$ cat src/rtl/ring_dma_pkg.sv
package ring_dma_pkg;
  function automatic logic [1:0] fmt_shift(input logic [1:0] fmt);
    return {1'b0, fmt[0]} + {1'b0, fmt[1]};
  endfunction
endpackage

$ cat src/rtl/ring_dma_len.sv
module ring_dma_len #(
  parameter int ADDR_W  = 32,
  parameter int IDX_W   = 16,
  parameter int OFFER_W = 16,
  localparam int LW = IDX_W + 3
) (
  input  logic [ADDR_W-1:0]  base_i,
  input  logic [2*IDX_W-1:0] frame_i,
  input  logic [IDX_W-1:0]   cur_i,
  input  logic [1:0]         lo_i,
  input  logic [1:0]         shift_i,
  input  logic [OFFER_W-1:0] offer_i,
  output logic [ADDR_W-1:0]  addr_o,
  output logic [LW-1:0]      len_o
);
  logic [IDX_W-1:0] idx, size;
  logic [LW-1:0] left_b, per_b, offer_r, m1;

  assign idx  = frame_i[2*IDX_W-1:IDX_W];
  assign size = frame_i[IDX_W-1:0];

  always_comb begin
    left_b  = (idx > size) ? '0
            : (((LW'(size) - LW'(idx) + LW'(1)) << 2) + LW'(lo_i));
    per_b   = (LW'(cur_i) + LW'(1)) << shift_i;
    offer_r = LW'(offer_i) & ~((LW'(1) << shift_i) - LW'(1));
    m1      = (offer_r < left_b) ? offer_r : left_b;
    len_o   = (m1 < per_b) ? m1 : per_b;
    addr_o  = base_i + ADDR_W'({idx, 2'b00}) + ADDR_W'(lo_i);
  end
endmodule

$ cat src/rtl/ring_dma_upd.sv
module ring_dma_upd #(
  parameter int IDX_W = 16,
  localparam int LW = IDX_W + 3
) (
  input  logic [2*IDX_W-1:0] frame_i,
  input  logic [2*IDX_W-1:0] scount_i,
  input  logic [1:0]         lo_i,
  input  logic [1:0]         shift_i,
  input  logic [LW-1:0]      moved_i,
  input  logic               loop_sel_i,
  output logic [2*IDX_W-1:0] frame_o,
  output logic [2*IDX_W-1:0] scount_o,
  output logic [1:0]         lo_o,
  output logic               hit_o
);
  logic [IDX_W-1:0] idx, size, cur, rld, cur_nx, idx_nx;
  logic [LW-1:0] per_b;
  logic [LW:0]   sum, new_idx;

  assign idx  = frame_i[2*IDX_W-1:IDX_W];
  assign size = frame_i[IDX_W-1:0];
  assign cur  = scount_i[2*IDX_W-1:IDX_W];
  assign rld  = scount_i[IDX_W-1:0];

  always_comb begin
    per_b   = (LW'(cur) + LW'(1)) << shift_i;
    hit_o   = (moved_i == per_b);
    cur_nx  = hit_o ? rld : IDX_W'((per_b - moved_i - LW'(1)) >> shift_i);
    sum     = (LW+1)'(moved_i) + (LW+1)'(lo_i);
    new_idx = (LW+1)'(idx) + (sum >> 2);
    // wrap only in loop mode; one-shot keeps the register as is
    idx_nx  = (new_idx > (LW+1)'(size)) ? '0 : new_idx[IDX_W-1:0];
    frame_o  = loop_sel_i ? frame_i : {idx_nx, size};
    scount_o = {cur_nx, rld};
    lo_o     = sum[1:0];
  end
endmodule

$ cat src/rtl/ring_dma_counter.sv
module ring_dma_counter #(
  parameter int ADDR_W  = 32,
  parameter int IDX_W   = 16,
  parameter int OFFER_W = 16
) (
  input  logic                 clk_i,
  input  logic                 rst_ni,
  input  logic                 enable_i,
  input  logic                 pause_i,
  input  logic                 loop_sel_i,
  input  logic [1:0]           fmt_i,
  input  logic                 base_we_i,
  input  logic [ADDR_W-1:0]    base_wdata_i,
  input  logic                 frame_we_i,
  input  logic                 scount_we_i,
  input  logic [2*IDX_W-1:0]   cnt_wdata_i,
  input  logic                 req_valid_i,
  input  logic [OFFER_W-1:0]   offer_i,
  output logic                 xfer_valid_o,
  output logic [ADDR_W-1:0]    xfer_addr_o,
  output logic [IDX_W+2:0]     xfer_len_o,
  input  logic                 done_i,
  input  logic [IDX_W+2:0]     moved_i,
  output logic                 eoc_o,
  output logic                 unsup_o,
  output logic [ADDR_W-1:0]    base_o,
  output logic [2*IDX_W-1:0]   frame_o,
  output logic [2*IDX_W-1:0]   scount_o
);
  import ring_dma_pkg::*;
  localparam int LW = IDX_W + 3;

  logic [ADDR_W-1:0]  base_q, addr_q, addr_c;
  logic [2*IDX_W-1:0] frame_q, scount_q, frame_nx, scount_nx;
  logic [LW-1:0]      len_q, len_c;
  logic [1:0]         lo_q, lo_nx, shift_c, shift_q;
  logic               busy_q, eoc_q, unsup_q, hit, active;

  assign shift_c = fmt_shift(fmt_i);
  assign active  = enable_i & ~pause_i;

  ring_dma_len #(.ADDR_W(ADDR_W), .IDX_W(IDX_W), .OFFER_W(OFFER_W)) u_len (
    .base_i (base_q), .frame_i(frame_q), .cur_i(scount_q[2*IDX_W-1:IDX_W]),
    .lo_i   (lo_q), .shift_i(shift_c), .offer_i(offer_i),
    .addr_o (addr_c), .len_o(len_c)
  );

  ring_dma_upd #(.IDX_W(IDX_W)) u_upd (
    .frame_i (frame_q), .scount_i(scount_q), .lo_i(lo_q), .shift_i(shift_q),
    .moved_i (moved_i), .loop_sel_i(loop_sel_i),
    .frame_o (frame_nx), .scount_o(scount_nx), .lo_o(lo_nx), .hit_o(hit)
  );

  always_ff @(posedge clk_i or negedge rst_ni) begin
    if (!rst_ni) begin
      base_q   <= '0;
      frame_q  <= '0;
      scount_q <= '0;
      lo_q     <= '0;
      busy_q   <= 1'b0;
      addr_q   <= '0;
      len_q    <= '0;
      shift_q  <= '0;
      eoc_q    <= 1'b0;
      unsup_q  <= 1'b0;
    end else begin
      eoc_q <= 1'b0;
      if (!busy_q) begin
        if (req_valid_i && active && len_c != '0) begin
          busy_q  <= 1'b1;
          addr_q  <= addr_c;
          len_q   <= len_c;
          shift_q <= shift_c;
        end
      end else if (done_i) begin
        busy_q   <= 1'b0;
        frame_q  <= frame_nx;
        scount_q <= scount_nx;
        lo_q     <= lo_nx;
        eoc_q    <= hit;
        if (loop_sel_i) unsup_q <= 1'b1;
      end
      // software writes win over a same-cycle completion
      if (base_we_i) base_q <= base_wdata_i;
      if (frame_we_i) begin
        frame_q <= cnt_wdata_i;
        lo_q    <= '0;
      end
      if (scount_we_i) scount_q <= cnt_wdata_i;
    end
  end

  assign xfer_valid_o = busy_q;
  assign xfer_addr_o  = addr_q;
  assign xfer_len_o   = len_q;
  assign eoc_o        = eoc_q;
  assign unsup_o      = unsup_q;
  assign base_o       = base_q;
  assign frame_o      = frame_q;
  assign scount_o     = scount_q;
endmodule

$ cat config.mk
export PLATFORM = sky130hd
export DESIGN_NAME = ring_dma_counter
export DESIGN_NICKNAME = d
export VERILOG_FILES = /design/src/rtl/ring_dma_pkg.sv /design/src/rtl/ring_dma_len.sv /design/src/rtl/ring_dma_upd.sv /design/src/rtl/ring_dma_counter.sv
export SDC_FILE = /design/constraint.sdc
export NUM_CORES = 1
export LEC_CHECK = 0
export ABC_AREA = 1
export BUFFER_PORTS_ARGS = -buffer_cell sky130_fd_sc_hd__buf_2
export CAP_MARGIN = 15
export CORE_UTILIZATION = 53
export DETAILED_ROUTE_END_ITERATION = 12
export PLACE_DENSITY_LB_ADDON = 0.15
export SLEW_MARGIN = 20
export SYNTH_ARGS = -nofsm -noshare
export SYNTH_HDL_FRONTEND = slang
export SYNTH_SLANG_ARGS = --single-unit
$ cat constraint.sdc
create_clock -name clk_i -period 14.75 [get_ports clk_i]
set_input_delay 1.475 -clock clk_i [delete_from_list [all_inputs] [get_ports clk_i]]
set_output_delay 1.475 -clock clk_i [all_outputs]
set_load 0.02 [all_outputs]
==> impl_metrics.yaml <==
run_status:
  outcome: "finished clean"
final_layout:
  layout_commonest_cell: "sky130_fd_sc_hd__nand2_1"
  post-route-util_pct: 61.67
  n_fill_cell: 2490
  syn_to_layout_area_delta_pct: 14.33
  top_library_cells_by_usage_in_the_layout_fill_and_taps_aside: "603 x sky130_fd_sc_hd__nand2_1, 259 x sky130_fd_sc_hd__buf_2, 241 x sky130_fd_sc_hd__inv_1"
  instances_no_fill: 2567
  design.final.nets: 2487
  fin_area_um2: 16020
  layout-drive-gt1-share_pct: 16.45
worst_setup_path:
  cp-startpoint: "frame_o[17]"
  crit_path_end: "xfer_addr_o[3]"
  cpPeakStageDelay_ns: 0.54
  regToRegStartpoint: "frame_o[17]"
  timing.critical_path.arrival_ns: 7.47
  reg_to_reg_endpoint: "xfer_addr_o[3]"
  cp_slowest_cell: "sky130_fd_sc_hd__dfrtp_1"
  timing.critical_path.required_ns: 15.06
  cp-end-kind: "register"
  worstSetupPathType: "register to register"
  max_fanout_on_critical_path: 53
  reg2regPathDepth: 37
  ff2ff_setup_slack_ns: 7.60
  critical_path.most_common_cell: "sky130_fd_sc_hd__nand2_1"
  timing.critical_path.from_type: "register"
synth:
  synth_compound_area_share_pct: 14.06
  post-synth-top-area-cell: "sky130_fd_sc_hd__dfrtp_1"
  synth.yosys.seq_area_share_pct: 27.50
  post_synth_simple_gate_area_pct: 27.68
  netlist-cell-type-count: 54
  synth_seq_cells: 154
  ys.flop_type: "sky130_fd_sc_hd__dfrtp_1"
  synth_top_family_by_area: "simple AND/OR/NAND/NOR gates"
  avgSynthCellArea_um2: 6.959
  async_reset_ff_share_pct: 100.0
  synth_area_leaders: "sky130_fd_sc_hd__dfrtp_1 27%, sky130_fd_sc_hd__nand2_1 16%, sky130_fd_sc_hd__ha_1 14%"
  synth_area_um2: 14020
  synth_xor_area_share_pct: 4.937
  synth-edff-count: 0
  yosysWarningCount: 0
  synthMuxAreaShare_pct: 1.982
  yosys.area_share.adder_pct: 14.43
  synthCells: 2014
  synth_largest_type_area_fraction_pct: 27.50
clocking:
  clock_sink_count: 154
  cts_buffers: 17
  hold_buffers: 0
  ctsRootBufferMaster: "sky130_fd_sc_hd__clkbuf_16"
  post-cts-setup-buffer-count: 0
  clock_insertion_delay_worst_skew_ns: 0.43
  post_cts_resized: 0
  htree_num_levels: 4
  tritoncts: "built"
  cts_buffer_depth: 2
  clk_pin_slew_worst_paths_ns: 0.07
worst_hold_path:
  min-delay-path-class: "register to register"
power_and_ir_drop:
  power.leakage_nw: 8.791
  clkPwrFrac_pct: 21.0
  fraction_of_power_consumed_by_combinational_cells_pct: 52.6
  internal-power_mw: 1.120
  power.net_switching_mw: 1.046
  vdd.ir_drop.worst_mv: 0.06857
  power.share.switching_pct: 48.31
  power-per-cell-area_nw_per_um2: 135.2
  share_seq_of_total_power_pct: 26.4
  power.total_mw: 2.166
floorplanning:
  placementRows: 59
  die_h_um: 164.6
  design.die.area_um2: 27100
  core_um2: 25980
  io-pin-count: 261
  initial_core_util_pct: 53.94
  die_width_um: 164.6
timing:
  period_needed_ns: 7.153
  slew_headroom_pct: 32.61
  timing.final.setup_violations: 0
  setup_slack_ns: 7.597
  final.period_utilization_pct: 48.50
  worst_pin_slew_ns: 1.011
  report.final.slew_viol_count: 0
  hold_viol: 0
  worst_hold_slack_ns: 0.4694
  fin_setup_tns_ns: 0
  rsz0062_at_grt: "false"
  finalClockSkew_ns: 0.01540
  max_freq_mhz: 139.8
drt:
  drt-pass1-iter-count: 6
  route.final.wire_length_um: 45500
  post_drt_wl_per_cell_um: 17.73
  drt_iter0_drc: 1264
  post_drt_via_cell_ratio: 5.526
  vias: 14186
  antenna_left: 0
  post_route_drc_violation_count: 0
global_routing:
  initial_antenna_violation_count: 2
  first_global_vias: 12802
  grt_pass1_wl_um: 69300
  grt_overflow_total: 0
  grt.total_usage_pct: 33.39
  grt_max_degree: 92
place:
  io_buffer_count: 260
  post-dp-hpwl_um: 36210
  routabilityCongestion: 0.9465
  place_area_um2: 15410
  place_worst_setup_slack_ns: 6.854
  numPlacedInstances: 2534
run:
  drv_cap: 0
## critical path, delay by kind of cell, from the launching register on
family	cells	cell delay, ns
flip-flops	1	0.54
AO/OA/AOI/OAI	4	0.76
buffers and inverters	6	0.55
adder cells (fa/ha/maj)	5	1.43
AND/OR/NAND/NOR	22	3.77
## kinds of logic after synthesis
kind of cell / after synthesis
adder cells (fa/ha/maj): 158
AO/OA/AOI/OAI: 351
flip-flops: 154
AND/OR/NAND/NOR: 915
multiplexers: 25
XOR/XNOR: 79
buffers and inverters: 331
other: 1
## cell type report
class                           count  area [um^2]  share of cell area (%)
Timing Repair Buffer              266         1353                   8.441
Multi-Input combinational cell   1531         8866                   55.33
Clock buffer                       17        425.4                   2.655
Inverter                          248        930.9                   5.809
Sequential cell                   154         3854                   24.05
Clock inverter                     15        173.9                   1.085
Antenna cell                        1        2.502                 0.01562
Tap cell                          335        419.2                   2.616
## sequential cells by signal (all words and copies together) (netlist names), 2 cells and up
signal / count
base_o: 32
frame_o: 32
scount_o: 32
xfer_addr_o: 32
xfer_len_o: 19
lo_q: 2
shift_q: 2
## synth_stat cells, types with 4 or more instances
master                       n
sky130_fd_sc_hd__o211ai_1   14
sky130_fd_sc_hd__nand3_2     4
sky130_fd_sc_hd__nor3_2      4
sky130_fd_sc_hd__o221ai_1    9
sky130_fd_sc_hd__buf_2      14
sky130_fd_sc_hd__ha_1      152
sky130_fd_sc_hd__nand2_1   603
sky130_fd_sc_hd__mux2_2     22
sky130_fd_sc_hd__a21oi_1    89
sky130_fd_sc_hd__o21ai_0   180
sky130_fd_sc_hd__a31oi_1     4
sky130_fd_sc_hd__nand3b_1    9
sky130_fd_sc_hd__nand3_1   132
sky130_fd_sc_hd__buf_1       7
sky130_fd_sc_hd__o21ai_1     6
sky130_fd_sc_hd__clkbuf_1   54
sky130_fd_sc_hd__xor2_1     62
sky130_fd_sc_hd__a211oi_1    8
sky130_fd_sc_hd__nand2_2     7
sky130_fd_sc_hd__inv_2       5
sky130_fd_sc_hd__inv_1     241
sky130_fd_sc_hd__o21bai_1    8
sky130_fd_sc_hd__nor2_1     85
sky130_fd_sc_hd__nor3_1     13
sky130_fd_sc_hd__xnor2_1    17
sky130_fd_sc_hd__buf_6       7
sky130_fd_sc_hd__dfrtp_1   154
sky130_fd_sc_hd__or2_2      15
sky130_fd_sc_hd__a22oi_1    16
sky130_fd_sc_hd__fa_1        6
sky130_fd_sc_hd__nand4_1    27
## power groups by stage
stage | Sequential (mW) | Combinational (mW) | Clock (mW)
floorplan | 0.642 | 0.724 | 0
global placement | 0.576 | 1.11 | 0
detailed placement | 0.577 | 1.13 | 0
CTS | 0.569 | 1.13 | 0.458
global route | 0.578 | 1.28 | 0.475
finish | 0.571 | 1.14 | 0.455
## how the worst min path moves through the flow
stage / start / to / slack, ns / cells after the start
final: xfer_addr_o[4] / xfer_addr_o[4] / 0.47 / 2
after global routing: xfer_addr_o[20] / xfer_addr_o[20] / 0.48 / 2
after CTS: xfer_addr_o[4] / xfer_addr_o[4] / 0.47 / 2
after detailed placement: xfer_len_o[9] / xfer_len_o[9] / 0.45 / 2
after global placement: xfer_addr_o[3] / xfer_addr_o[3] / 0.45 / 2
after floorplan: lo_q[0] / lo_q[0] / 0.57 / 2
## routing by layer
layer / track usage, % / share of wire [%] / wire length (um)
met1: 44.55 / 43 / 19410
met2: 54.47 / 46 / 20960
met3: 4.520 / 7.2 / 3293
met4: 13.26 / 4.0 / 1821
met5: 0 / 0.029 / 13
Note: power is estimated with default switching activity, not from simulation.
